File: src/rtl/biasdac_pkg.sv
package biasdac_pkg;
  localparam int FRAME_BITS = 8;
  localparam int TXN_BYTES  = 3;                // device byte, command byte, DAC code
  localparam int SLOT_BITS  = 9;                // 8 data bits plus one blind ack
  localparam logic [2:0] WIRE_REG_ADDR = 3'd3;  // register holding the two wires
  localparam logic [7:0] DEVICE_BYTE = 8'h9C;
  localparam logic [7:0] COMMAND_BYTE = 8'h00;

  typedef enum logic [1:0] {SEG_START, SEG_BYTE, SEG_STOP} segment_e;

  typedef struct packed {
    logic                  load;   // start shifting one frame
    logic [FRAME_BITS-1:0] frame;  // frame contents for that load
  } dpCmd_t;
endpackage

File: src/rtl/biasdac_shift_dp.sv
module biasdac_shift_dp
  import biasdac_pkg::*;
#(
  parameter int WAIT_CYCLES = 1000
) (
  input  logic   clk,
  input  logic   rstN,
  input  dpCmd_t cmd,
  output logic   frameDone,
  output logic   dpIdle,
  output logic   csN,
  output logic   sck,
  output logic   mosi
);
  localparam int CNT_W  = $clog2(FRAME_BITS);
  localparam int WAIT_W = (WAIT_CYCLES > 1) ? $clog2(WAIT_CYCLES) : 1;
  localparam logic [CNT_W-1:0]  LAST_BIT  = CNT_W'(FRAME_BITS - 1);
  localparam logic [WAIT_W-1:0] LAST_WAIT = WAIT_W'(WAIT_CYCLES - 1);

  typedef enum logic [1:0] {DP_IDLE, DP_SHIFT, DP_WAIT} dpState_e;

  dpState_e              state;
  logic [FRAME_BITS-1:0] shiftReg;
  logic [CNT_W-1:0]      bitCnt;
  logic                  phaseHi;
  logic [WAIT_W-1:0]     waitCnt;

  always_ff @(posedge clk or negedge rstN) begin
    if (!rstN) begin
      state    <= DP_IDLE;
      shiftReg <= '0;
      bitCnt   <= '0;
      phaseHi  <= 1'b0;
      sck      <= 1'b0;
      csN      <= 1'b1;
      waitCnt  <= '0;
    end else begin
      case (state)
        DP_IDLE: if (cmd.load) begin
          shiftReg <= cmd.frame;
          csN      <= 1'b0;
          bitCnt   <= '0;
          phaseHi  <= 1'b0;
          state    <= DP_SHIFT;
        end
        DP_SHIFT: begin
          if (!phaseHi) begin
            sck     <= 1'b1;
            phaseHi <= 1'b1;
          end else begin
            sck      <= 1'b0;
            phaseHi  <= 1'b0;
            shiftReg <= {shiftReg[FRAME_BITS-2:0], 1'b0};
            if (bitCnt == LAST_BIT) begin
              csN     <= 1'b1;
              waitCnt <= '0;
              state   <= DP_WAIT;
            end else begin
              bitCnt <= bitCnt + 1'b1;
            end
          end
        end
        DP_WAIT: begin
          if (waitCnt == LAST_WAIT) state <= DP_IDLE;
          else waitCnt <= waitCnt + 1'b1;
        end
        default: state <= DP_IDLE;
      endcase
    end
  end

  assign mosi      = shiftReg[FRAME_BITS-1];
  assign dpIdle    = (state == DP_IDLE);
  assign frameDone = (state == DP_WAIT) && (waitCnt == LAST_WAIT);

  // Checker counters for frame length and inter-frame gap
  localparam int LEN_W = $clog2(2 * FRAME_BITS + 2);
  localparam int GAP_W = WAIT_W + 2;
  logic [LEN_W-1:0] lowLen;
  logic [GAP_W-1:0] highLen;
  logic             seenFrame;

  always_ff @(posedge clk or negedge rstN) begin
    if (!rstN) begin
      lowLen    <= '0;
      highLen   <= '0;
      seenFrame <= 1'b0;
    end else begin
      lowLen  <= csN ? '0 : lowLen + 1'b1;
      highLen <= !csN ? '0 : ((&highLen) ? highLen : highLen + 1'b1);
      if (!csN) seenFrame <= 1'b1;
    end
  end

  p_sck_framed_r2: assert property (@(posedge clk) disable iff (!rstN)
    sck |-> !csN);
  p_mosi_stable_r2: assert property (@(posedge clk) disable iff (!rstN)
    (!csN && !$past(csN) && !$fell(sck)) |-> $stable(mosi));
  p_frame_len_r2: assert property (@(posedge clk) disable iff (!rstN)
    $rose(csN) |-> (lowLen == LEN_W'(2 * FRAME_BITS)));
  p_settle_gap_r3: assert property (@(posedge clk) disable iff (!rstN)
    ($fell(csN) && seenFrame) |-> (highLen >= GAP_W'(WAIT_CYCLES)));
endmodule

File: src/rtl/biasdac_seq_ctl.sv
module biasdac_seq_ctl
  import biasdac_pkg::*;
(
  input  logic       clk,
  input  logic       rstN,
  input  logic       startPulse,
  input  logic [2:0] baseBits,
  input  logic [7:0] dacValue,
  input  logic       frameDone,
  input  logic       dpIdle,
  output dpCmd_t     cmd,
  output logic       busy,
  output logic       done
);
  localparam int BYTE_W = $clog2(TXN_BYTES);
  localparam int SLOT_W = $clog2(SLOT_BITS);
  localparam logic [BYTE_W-1:0] LAST_BYTE = BYTE_W'(TXN_BYTES - 1);
  localparam logic [SLOT_W-1:0] ACK_SLOT  = SLOT_W'(SLOT_BITS - 1);

  typedef enum logic [1:0] {C_IDLE, C_ISSUE, C_PEND} ctlState_e;

  ctlState_e         state;
  segment_e          seg;
  logic [BYTE_W-1:0] byteIdx;
  logic [SLOT_W-1:0] bitIdx;
  logic [1:0]        phase;
  logic [2:0]        baseQ;
  logic [7:0]        dacQ;
  logic [1:0]        prevWire;   // {sda, scl} of the last issued frame
  logic [7:0]        curByte;
  logic              bitVal, sda, scl, lastFrame;

  always_comb begin
    case (byteIdx)
      BYTE_W'(0): curByte = DEVICE_BYTE;
      BYTE_W'(1): curByte = COMMAND_BYTE;
      default:    curByte = dacQ;
    endcase
    bitVal = (bitIdx == ACK_SLOT) ? 1'b0 : curByte[3'd7 - bitIdx[2:0]];
    case (seg)
      SEG_START: begin sda = (phase == 2'd0); scl = (phase != 2'd2); end
      SEG_STOP:  begin sda = (phase == 2'd2); scl = (phase != 2'd0); end
      default:   begin sda = bitVal;          scl = (phase == 2'd1); end
    endcase
    lastFrame = (seg == SEG_STOP) && (phase == 2'd2);
    cmd.load  = (state == C_ISSUE);
    cmd.frame = {WIRE_REG_ADDR, baseQ, sda, scl};
  end

  assign busy = (state != C_IDLE);

  always_ff @(posedge clk or negedge rstN) begin
    if (!rstN) begin
      state    <= C_IDLE;
      seg      <= SEG_START;
      byteIdx  <= '0;
      bitIdx   <= '0;
      phase    <= '0;
      baseQ    <= '0;
      dacQ     <= '0;
      prevWire <= 2'b11;
      done     <= 1'b0;
    end else begin
      done <= 1'b0;
      case (state)
        C_IDLE: if (startPulse) begin
          baseQ   <= baseBits;
          dacQ    <= dacValue;
          seg     <= SEG_START;
          byteIdx <= '0;
          bitIdx  <= '0;
          phase   <= '0;
          state   <= C_ISSUE;
        end
        C_ISSUE: begin
          prevWire <= {sda, scl};
          state    <= C_PEND;
        end
        C_PEND: if (frameDone) begin
          if (lastFrame) begin
            done  <= 1'b1;
            state <= C_IDLE;
          end else begin
            state <= C_ISSUE;
            if (phase != 2'd2) begin
              phase <= phase + 1'b1;
            end else begin
              phase <= '0;
              if (seg == SEG_START) begin
                seg <= SEG_BYTE;
              end else if (bitIdx != ACK_SLOT) begin
                bitIdx <= bitIdx + 1'b1;
              end else begin
                bitIdx <= '0;
                if (byteIdx != LAST_BYTE) byteIdx <= byteIdx + 1'b1;
                else seg <= SEG_STOP;
              end
            end
          end
        end
        default: state <= C_IDLE;
      endcase
    end
  end

  p_one_wire_r12: assert property (@(posedge clk) disable iff (!rstN)
    cmd.load |-> ($countones({sda, scl} ^ prevWire) <= 1));
  p_load_idle_r2: assert property (@(posedge clk) disable iff (!rstN)
    cmd.load |-> dpIdle);
  p_done_pulse_r9: assert property (@(posedge clk) disable iff (!rstN)
    done |-> (!busy && $past(busy)));
  p_busy_start_r9: assert property (@(posedge clk) disable iff (!rstN)
    (!busy && startPulse) |=> busy);
  p_start_ignored_r10: assert property (@(posedge clk) disable iff (!rstN)
    (busy && !done) |=> ($stable(baseQ) && $stable(dacQ)));
endmodule

File: src/rtl/biasdac_wire_sender.sv
module biasdac_wire_sender
  import biasdac_pkg::*;
#(
  parameter int CYCLES_PER_US = 100,
  parameter int SETTLE_US     = 10
) (
  input  logic       clk,
  input  logic       rstN,
  input  logic       startPulse,
  input  logic [2:0] baseBits,
  input  logic [7:0] dacValue,
  output logic       csN,
  output logic       sck,
  output logic       mosi,
  output logic       busy,
  output logic       done
);
  localparam int WAIT_CYCLES = CYCLES_PER_US * SETTLE_US;

  dpCmd_t cmd;
  logic   frameDone, dpIdle;

  biasdac_seq_ctl u_ctl (
    .clk(clk), .rstN(rstN), .startPulse(startPulse), .baseBits(baseBits),
    .dacValue(dacValue), .frameDone(frameDone), .dpIdle(dpIdle),
    .cmd(cmd), .busy(busy), .done(done)
  );

  biasdac_shift_dp #(.WAIT_CYCLES(WAIT_CYCLES)) u_dp (
    .clk(clk), .rstN(rstN), .cmd(cmd), .frameDone(frameDone),
    .dpIdle(dpIdle), .csN(csN), .sck(sck), .mosi(mosi)
  );
endmodule

File: config.mk
export PLATFORM = sky130hd
export DESIGN_NAME = biasdac_wire_sender
export DESIGN_NICKNAME = d
export VERILOG_FILES = /design/src/rtl/biasdac_pkg.sv /design/src/rtl/biasdac_shift_dp.sv /design/src/rtl/biasdac_seq_ctl.sv /design/src/rtl/biasdac_wire_sender.sv
export SDC_FILE = /design/constraint.sdc
export NUM_CORES = 1
export LEC_CHECK = 0
export ABC_AREA = 1
export BUFFER_PORTS_ARGS = -buffer_cell sky130_fd_sc_hd__buf_4
export CAP_MARGIN = 20
export CORE_MARGIN = 5
export CORE_UTILIZATION = 55
export CTS_CLUSTER_SIZE = 10
export DETAILED_ROUTE_END_ITERATION = 7
export PLACE_DENSITY = 0.73
export SYNTH_ARGS = -nofsm -noshare
export SYNTH_HDL_FRONTEND = slang
export SYNTH_HIERARCHICAL = 1
export SYNTH_SLANG_ARGS = --single-unit
File: constraint.sdc
create_clock -name clk -period 2.3 [get_ports clk]
set_clock_uncertainty 0.05 [all_clocks]
set_input_delay 0.23 -clock clk [delete_from_list [all_inputs] [get_ports clk]]
set_output_delay 0.23 -clock clk [all_outputs]
set_load 0.01 [all_outputs]
==> results of run 1 <==
-- final timing paths --
kind	slack (ns)	from	to	cells after the start
max	0.31	u_dp/waitCnt[0]	u_ctl/seg[1]	12
min	0.10	dacValue[4]	u_ctl/dacQ[4]	2
min reg2reg	0.42	u_dp/csN	u_dp/csN	2
min in group asynchronous	0.43	rstN	u_dp/waitCnt[0]	2
max reg2reg	0.31	u_dp/waitCnt[0]	u_ctl/seg[1]	12
max in group asynchronous	1.33	rstN	u_ctl/dacQ[1]	2
-- layer usage --
layer / part of all wire (%) / wire (µm) / GRT usage (%)
met3: 3.7 / 193 / 4.324
met4: 0.91 / 48 / 5.743
met1: 49 / 2587 / 22.35
met2: 46 / 2452 / 30.30
met5: 0 / 0 / 0
-- registers in the layout, indices dropped and copies added, names as in the netlist --
signal and flops:
u_ctl/dacQ 8, u_dp/sck 1, u_ctl/byteIdx 2, u_ctl/phase 2, u_dp/phaseHi 1, u_dp/shiftReg 8
u_ctl/done 1, u_ctl/baseQ 3, u_ctl/seg 2, u_ctl/bitIdx 4, u_dp/csN 1, u_dp/bitCnt 3
u_dp/state 2, u_dp/waitCnt 10, u_ctl/state 2
-- logic make-up after synthesis --
logic type                 after synthesis  synth area share (%)
other                                    2                0.2692
and+or+nand+nor                        193                 32.20
buffers and inverters                   47                 7.578
adders and majority gates                8                 3.588
muxes                                    9                 3.632
xor gates and xnor gates                 1                0.3140
AOI/OAI and AO/OA                       39                 7.534
DFF                                     50                 44.89
-- power breakdown --
| part | switching (mW) | leakage, nW | internal, mW |
|---|---|---|---|
| clock | 0.312 | 0.0441 | 0.214 |
| sequential | 0.242 | 0.626 | 1.21 |
| combinational | 0.979 | 0.803 | 0.594 |
| total | 1.53 | 1.47 | 2.01 |
-- per-stage QoR --
stage / hold slack, ns / util (%) / cells / total power [mW] / cell area [µm²]
after floorplan: -0.1156 / - / 350 / 2.726 / 2794
after global placement: 0.2447 / 59.24 / 432 / 2.988 / 2968
after detailed placement: 0.2507 / 59.24 / 432 / 3.038 / 2968
after CTS: 0.09076 / 61.24 / 441 / 3.572 / 3068
after global routing: 0.08453 / 61.36 / 441 / 3.878 / 3074
final: 0.1007 / 61.36 / 441 / 3.547 / 3074
-- final cells by class --
cell class	instances	area, µm²	area share [%]
multi-input cells	253	1336	43.47
flip-flops and latches	50	1252	40.74
inverters	40	155.1	5.047
repair buffers	20	152.6	4.965
well taps	70	87.58	2.849
clock buffers	5	68.82	2.239
clock inverters	3	21.27	0.6919
-- synthesized netlist by cell type --
cell | n | area share [%]
nand3_1 | 36 | 6.5
o21ai_1 | 3 | 0.54
nand2_4 | 7 | 2.8
nand2_2 | 4 | 0.90
xor2_1 | 1 | 0.31
nor3_2 | 1 | 0.36
inv_4 | 2 | 0.45
dfrtp_1 | 49 | 44
buf_4 | 6 | 1.6
o211ai_1 | 1 | 0.27
inv_2 | 3 | 0.40
a31oi_1 | 8 | 1.8
a21oi_1 | 10 | 1.8
nand2_1 | 86 | 12
nor3_1 | 1 | 0.18
nor2_1 | 45 | 6.1
inv_1 | 35 | 4.7
dfstp_2 | 1 | 0.94
o21bai_1 | 1 | 0.27
nor2_2 | 4 | 0.90
ha_1 | 8 | 3.6
nand4_1 | 2 | 0.45
mux2_2 | 9 | 3.6
o21ai_0 | 16 | 2.9
buf_6 | 1 | 0.40
nor4_1 | 1 | 0.22
nor2_4 | 3 | 1.2
nand3_2 | 3 | 1.1
conb_1 | 2 | 0.27
-- timing repair --
action                                  4_1_cts  5_1_grt
hold buffers                                  1        0
endpoints found under the hold margin        49        0
resized for setup                             0        1
endpoints found under the setup margin        0        2
==> results.sh, run 1 <==
export IMPL_ctsLongestPathBuffers=2
export IMPL_place_ws_ns=0.3175
export IMPL_fill_cells=491
export IMPL_worstSkewPairLatency_ns=0.31
export IMPL_crit_required_ns=2.46
export IMPL_grt_pass1_vias=2103
export IMPL_die_y_um=81.23
export IMPL_status="complete, no violations"
export IMPL_cp_cell_sequence="ha_1 -> nand2_1 -> inv_1 -> nand3_1 -> nor4_2 -> inv_1 -> nand2_2 -> nand2_4 -> nor3_2 -> nand2_1 -> nand2_1 -> nand2_1"
export IMPL_worstMarginPinSlew_ns=0.6346
export IMPL_cp_num_buf_inv=2
export IMPL_cts_buffers=5
export IMPL_rsz0062_at_grt="false"
export IMPL_grt_pass1_wl_um=9239
export IMPL_io_pins=19
export IMPL_routed_wl_um=5282
export IMPL_grt_usage_pct=17.85
export IMPL_area_growth_pct=10.18
export IMPL_peakVddDrop_uv=707.5
export IMPL_dr_pass1_iters=4
export IMPL_numPortBuffers=18
export IMPL_max_slew_margin_pct=57.69
export IMPL_grt_overflow_total=0
export IMPL_layout_commonest_cell="nand2_1"
export IMPL_slowest_stage="dfrtp_1"
export IMPL_dieArea_um2=6598
export IMPL_postCtsSetupRepairBufs=0
export IMPL_hold_viol_final=0
export IMPL_syn_cell_area_um2=2790
export IMPL_power_leakage_nw=1.473
export IMPL_fin_tns_setup_ns=0
export IMPL_antennaDiodeCount=0
export IMPL_ant_nets=0
export IMPL_cp_max_fo=5
export IMPL_worst_path_largest_cell_delay_ns=0.42
export IMPL_final_nets=392
export IMPL_synth_distinct_cells=29
export IMPL_period_needed_ns=1.988
export IMPL_end_kind="flop"
export IMPL_crit_type="flop to flop"
export IMPL_ys_warn_count=6
export IMPL_max_freq_mhz=503.1
export IMPL_cpMostUsedCell="nand2_1"
export IMPL_die_w_um=81.23
export IMPL_seq_area_frac_synth_pct=44.89
export IMPL_setup_viol=0
export IMPL_drv_slew=0
export IMPL_globalplace_congestion=0.8264
export IMPL_syn_avg_cell_area_um2=7.995
export IMPL_vias_per_cell=5.048
export IMPL_route_detailed_drc=0
export IMPL_rows=26
export IMPL_antenna_found_initial=0
export IMPL_powerDensity_nw_per_um2=1154
export IMPL_drtIter0Drc=121
export IMPL_cts_sinks=50
export IMPL_hold_path_class="input pin to flop"
export IMPL_cts_tree="yes"
export IMPL_vias=2226
export IMPL_arrival_ns=2.14
export IMPL_final_cell_mix="86 x nand2_1, 49 x dfrtp_1, 45 x nor2_1"
export IMPL_critical_path_top_delay_family="simple AND/OR/NAND/NOR gates"
export IMPL_min_period_over_period_pct=86.42
export IMPL_ys_ff_latch=50
export IMPL_fin_ws_ns=0.3123
export IMPL_h_tree_depth=2
export IMPL_clock_root_buffer="clkbuf_8"
export IMPL_max_cap_violations=0
export IMPL_wl_per_cell_um=11.98
export IMPL_core_area_um2=5010
export IMPL_place_detailed_hpwl_um=3759
export IMPL_synthCells=349
export IMPL_grt_max_degree=51
export IMPL_drive_above_1_share_pct=17.52
export IMPL_startpoint_type="flop"
export IMPL_clk_pin_slew_ns=0.10
export IMPL_start_util_pct=55.69
No activity file was read; power rests on OpenSTA's default activity.
==> run 2, diff against run 1 <==
--- a/config.mk
+++ b/config.mk
@@ -5,7 +5,6 @@
 export SDC_FILE = /design/constraint.sdc
 export NUM_CORES = 1
 export LEC_CHECK = 0
-export ABC_AREA = 1
 export BUFFER_PORTS_ARGS = -buffer_cell sky130_fd_sc_hd__buf_4
 export CAP_MARGIN = 20
 export CORE_MARGIN = 5
==> run 2 against run 1 <==
Register-to-register slack lost 0.35 ns. Worst hold slack is essentially flat. First-iteration DRC count is 21% lower. Non-clock buffer count increased by 18. Largest power group is now sequential cells. Sequential power shrank 3%. Cell area is 3.4% higher. Fmax is 15% lower. Cell count shrank 19%. Synthesized cell count decreased by 26%. Utilization up 5.5 points. Routed wire length shrank 3.3%. The run now ends with setup timing left.
==> results.sh, run 2 <==
export IMPL_setup_viol=3
export IMPL_core_area_um2=4755
export IMPL_grt_usage_pct=18.14
export IMPL_dieArea_um2=6463
export IMPL_worstSkewPairLatency_ns=0.31
export IMPL_hold_path_class="input pin to flop"
export IMPL_powerDensity_nw_per_um2=964.4
export IMPL_crit_required_ns=2.49
export IMPL_start_util_pct=57.32
export IMPL_stdcell_count=357
export IMPL_drtIter0Drc=95
export IMPL_globalplace_congestion=0.8493
export IMPL_max_freq_mhz=427.6
export IMPL_io_pins=19
export IMPL_period_needed_ns=2.339
export IMPL_arrival_ns=2.53
export IMPL_largest_register_ffs=10
export IMPL_wl_per_cell_um=14.30
export IMPL_power_leakage_nw=1.479
export IMPL_crit_type="flop to flop"
export IMPL_stdcell_area_um2=3178
export IMPL_ant_nets=0
export IMPL_synthCells=257
export IMPL_vias_per_cell=5.515
export IMPL_max_cap_violations=0
export IMPL_cp_max_fo=3
export IMPL_syn_cell_area_um2=2725
export IMPL_hold_viol_final=0
export IMPL_grt_pass1_vias=1986
export IMPL_min_period_over_period_pct=101.7
export IMPL_peakVddDrop_uv=524.7
export IMPL_ctsLongestPathBuffers=2
export IMPL_syn_avg_cell_area_um2=10.60
export IMPL_place_detailed_hpwl_um=3545
export IMPL_area_growth_pct=16.62
export IMPL_startpoint_type="flop"
export IMPL_fin_ws_ns=-0.03857
export IMPL_max_slew_margin_pct=59.06
export IMPL_route_detailed_drc=0
export IMPL_die_y_um=80.39
export IMPL_final_nets=311
export IMPL_grt_max_degree=51
export IMPL_clk_pin_slew_ns=0.09
export IMPL_rsz0062_at_grt="true"
export IMPL_antennaDiodeCount=0
export IMPL_clock_root_buffer="clkbuf_8"
export IMPL_cts_sinks=50
export IMPL_numPortBuffers=18
export IMPL_vias=1969
export IMPL_antenna_found_initial=0
export IMPL_drive_above_1_share_pct=32.76
export IMPL_post_place_cells=344
export IMPL_ys_warn_count=6
export IMPL_cts_buffers=5
export IMPL_worstMarginPinSlew_ns=0.6141
export IMPL_end_kind="flop"
export IMPL_die_w_um=80.39
export IMPL_post_route_util_pct=66.84
export IMPL_placed_cell_area_um2=2987
export IMPL_rows=25
export IMPL_h_tree_depth=2
export IMPL_cts_tree="yes"
export IMPL_final_cell_mix="49 x dfrtp_1, 37 x buf_4, 24 x nand2_1"
export IMPL_dr_pass1_iters=4
export IMPL_grt_pass1_wl_um=9114
export IMPL_status="finished with violations"
export IMPL_routed_wl_um=5106
export IMPL_p_total_mw=3.065
export IMPL_grt_overflow_total=0
export IMPL_layout_commonest_cell="dfrtp_1"
export IMPL_violations="setup timing"
export IMPL_whs_ns=0.1005
export IMPL_reg_top3="u_dp/waitCnt (10), u_ctl/dacQ (8), u_dp/shiftReg (8)"
export IMPL_regMostFlops="u_dp/waitCnt"
export IMPL_drv_slew=0
-- run 2: path summary, 6_finish.rpt --
kind	from	to	slack (ns)	depth (start not counted)
max in group asynchronous	rstN	u_dp/waitCnt[1]	1.35	2
setup reg to reg	u_dp/waitCnt[0]	u_ctl/bitIdx[2]	-0.04	9
setup / recovery	u_dp/waitCnt[0]	u_ctl/bitIdx[2]	-0.04	9
hold / removal	dacValue[6]	u_ctl/dacQ[6]	0.10	2
hold reg to reg	u_dp/shiftReg[7]	u_dp/shiftReg[7]	0.44	2
min in group asynchronous	rstN	u_dp/bitCnt[0]	0.43	2
-- run 2: repair_timing --
action / CTS / global route
pin swaps: 5 / 2
gates resized for setup: 5 / 8
endpoints found under the setup margin: 5 / 7
buffers inserted: 3 / 1
hold buffers: 1 / 0
endpoints found under the hold margin: 49 / 0
-- run 2: power by group --
part	total [mW]	leakage (nW)	switching (mW)	internal (mW)
registers	1.41	0.642	0.255	1.15
clock network	0.531	0.0472	0.289	0.242
logic	1.12	0.790	0.527	0.597
-- run 2: through the flow --
stage	worst slack (ns)	setup TNS [ns]
2_1_floorplan	0.008185	0
3_3_place_gp	-0.01868	-0.03326
3_5_place_dp	-0.07981	-0.2650
4_1_cts	-0.02892	-0.07840
5_1_grt	-0.1260	-0.4890
6_report	-0.03857	-0.08791
-- run 2: layout make-up --
| type | count | area [µm²] |
|---|---|---|
| fillers | 407 | 1577 |
| clock inverters | 2 | 12.51 |
| inverters | 11 | 41.29 |
| clock buffers | 6 | 82.58 |
| well taps | 67 | 83.83 |
| flip-flops and latches | 50 | 1252 |
| repair buffers | 38 | 287.8 |
| multi-input cells | 183 | 1418 |
-- run 2: routing by layer --
layer / global-route usage, % / part of all wire [%]
met1: 22.69 / 46
met2: 30.55 / 50
met3: 3.700 / 2.5
met4: 7.264 / 2.1
met5: 0 / 0
-- run 2: worst max-delay path: stages, from the launching register on --
cell     delay [ns]
dfrtp_1        0.40
ha_4           0.16
nand2_2        0.05
or4_4          0.54
nor2_4         0.10
and3b_2        0.22
nand3_2        0.09
nor2b_4        0.15
or3b_4         0.40
o21ai_2        0.12
==> run 3, diff against run 2 <==
==> constraint.sdc (replaced) <==
create_clock -name clk -period 2.2 [get_ports clk]
set_clock_uncertainty 0.05 [all_clocks]
set_input_delay 0.22 -clock clk [delete_from_list [all_inputs] [get_ports clk]]
set_output_delay 0.22 -clock clk [all_outputs]
set_load 0.01 [all_outputs]
==> run 3 against run 2 <==
The run still ends with setup timing left. Worst hold slack got worse by 0.011 ns. Register-to-register slack got worse by 0.08 ns. Critical endpoint is now u_ctl/bitIdx[0]. Non-clock buffer count increased by 10.
==> results.sh, run 3 (same netlist as run 2, synthesis figures left out) <==
export IMPL_antenna_found_initial=0
export IMPL_vias_per_cell=5.512
export IMPL_peakVddDrop_uv=580.8
export IMPL_post_place_cells=350
export IMPL_end_kind="flop"
export IMPL_reg2reg_slack_ns=-0.11
export IMPL_hold_viol_final=0
export IMPL_ctsLongestPathBuffers=2
export IMPL_cts_buffers=5
export IMPL_routed_wl_um=5099
export IMPL_grt_overflow_total=0
export IMPL_max_cap_violations=0
export IMPL_status="finished with violations"
export IMPL_largest_register_ffs=10
export IMPL_final_nets=321
export IMPL_ant_nets=0
export IMPL_critical_path_top_delay_family="simple AND/OR/NAND/NOR gates"
export IMPL_setup_worst_path_end="u_ctl/bitIdx[0]"
export IMPL_placed_cell_area_um2=3032
export IMPL_grt_usage_pct=17.76
export IMPL_r2r_start="u_dp/waitCnt[6]"
export IMPL_cp_max_fo=3
export IMPL_fill_cells=365
export IMPL_clock_root_buffer="clkbuf_8"
export IMPL_crit_type="flop to flop"
export IMPL_io_pins=19
export IMPL_max_freq_mhz=432.2
export IMPL_numPortBuffers=18
export IMPL_max_slew_margin_pct=58.68
export IMPL_min_period_over_period_pct=105.2
export IMPL_layout_commonest_cell="dfrtp_1"
export IMPL_grt_pass1_vias=1993
export IMPL_r2r_end="u_ctl/bitIdx[0]"
export IMPL_cts_tree="yes"
export IMPL_rsz0062_at_grt="true"
export IMPL_worstSkewPairLatency_ns=0.30
export IMPL_vias=2023
export IMPL_dr_pass1_iters=4
export IMPL_place_ws_ns=-0.1500
export IMPL_path_depth=8
export IMPL_cts_sinks=50
export IMPL_startpoint_type="flop"
export IMPL_antennaDiodeCount=0
export IMPL_globalplace_congestion=0.8427
export IMPL_die_y_um=80.39
export IMPL_final_cell_mix="49 x dfrtp_1, 46 x buf_4, 24 x nand2_1"
export IMPL_core_area_um2=4755
export IMPL_dieArea_um2=6463
export IMPL_period_needed_ns=2.314
export IMPL_p_total_mw=3.249
export IMPL_stdcell_count=367
export IMPL_cp_num_buf_inv=0
export IMPL_place_detailed_hpwl_um=3516
export IMPL_reg_top3="u_dp/waitCnt (10), u_ctl/dacQ (8), u_dp/shiftReg (8)"
export IMPL_crit_required_ns=2.39
export IMPL_wl_per_cell_um=13.89
export IMPL_die_w_um=80.39
export IMPL_worstMarginPinSlew_ns=0.6199
export IMPL_arrival_ns=2.50
export IMPL_h_tree_depth=2
export IMPL_grt_max_degree=51
export IMPL_violations="setup timing"
export IMPL_powerDensity_nw_per_um2=990.4
export IMPL_drtIter0Drc=107
export IMPL_cp_cell_sequence="nand4_1 -> or4_4 -> nor2_4 -> and3b_2 -> nand3_2 -> nor2b_4 -> or3b_4 -> o21ai_2"
export IMPL_clk_pin_slew_ns=0.09
export IMPL_setup_viol=6
export IMPL_rows=25
export IMPL_worstSetupStartpoint="u_dp/waitCnt[6]"
export IMPL_fin_ws_ns=-0.1138
export IMPL_grt_pass1_wl_um=9101
export IMPL_r2r_cells=8
export IMPL_start_util_pct=57.32
export IMPL_hold_path_class="input pin to flop"
export IMPL_drv_slew=0
export IMPL_stdcell_area_um2=3281
export IMPL_route_detailed_drc=0
export IMPL_worst_path_largest_cell_delay_ns=0.57
export IMPL_slowest_stage="or4_4"
export IMPL_drive_above_1_share_pct=36.33
export IMPL_power_leakage_nw=1.534
export IMPL_area_growth_pct=20.39
export IMPL_regMostFlops="u_dp/waitCnt"
run 3: power breakdown:
part / internal, mW / switching (mW)
Clock: 0.259 / 0.310
Combinational: 0.655 / 0.561
Sequential: 1.21 / 0.258
Total: 2.12 / 1.13
run 3: repair_timing:
action | in CTS | in global routing
pin swaps | 2 | 7
hold buffers | 1 | 0
endpoints found under the setup margin | 7 | 7
buffers inserted | 3 | 5
gates cloned | 0 | 0
gates resized for setup | 7 | 11
endpoints found under the hold margin | 49 | 0
run 3: worst min-delay path by stage:
stage	from	endpoint	slack (ns)	cells after the start
global placement	rstN	u_dp/shiftReg[5]	0.23	1
finish	dacValue[7]	u_ctl/dacQ[7]	0.09	2
global route	dacValue[7]	u_ctl/dacQ[7]	0.08	2
detailed placement	rstN	u_dp/shiftReg[7]	0.23	1
CTS	dacValue[1]	u_ctl/dacQ[1]	0.08	2
floorplan	rstN	u_ctl/baseQ[0]	-0.13	0
run 3: metal layers:
metal  share of wire (%)  up-vias  wire length, µm  GRT usage [%]
met2                  49       32             2490          29.06
met3                 2.8        5              141          3.812
met1                  47      994             2415          23.60
met4                 1.0        0               51          5.236
met5                   0        -                0              0
li1                    -      992                -              -
run 3: cell type report:
type | instances | area [µm²] | area share, %
Clock buffer | 6 | 82.58 | 2.517
Multi-Input combinational cell | 183 | 1438 | 43.82
Sequential cell | 50 | 1252 | 38.18
Timing Repair Buffer | 48 | 366.6 | 11.17
Inverter | 11 | 41.29 | 1.259
Tap cell | 67 | 83.83 | 2.555
Clock inverter | 2 | 16.27 | 0.4958
run 3: per-stage QoR:
step | hold slack [ns] | utilization (%) | setup TNS (ns)
after floorplan | -0.1256 | - | -0.3478
after global placement | 0.2301 | 63.76 | -0.4396
after detailed placement | 0.2323 | 63.76 | -0.8032
after CTS | 0.07904 | 67.29 | -0.2758
after global routing | 0.07552 | 69.00 | -1.145
final | 0.08989 | 69.00 | -0.5226
run 3: worst register-to-register path, stage by stage, from the launching register on:
cell     delay, ns
dfrtp_1       0.36
nand4_1       0.15
or4_4         0.57
nor2_4        0.12
and3b_2       0.24
nand3_2       0.10
nor2b_4       0.16
or3b_4        0.39
o21ai_2       0.11
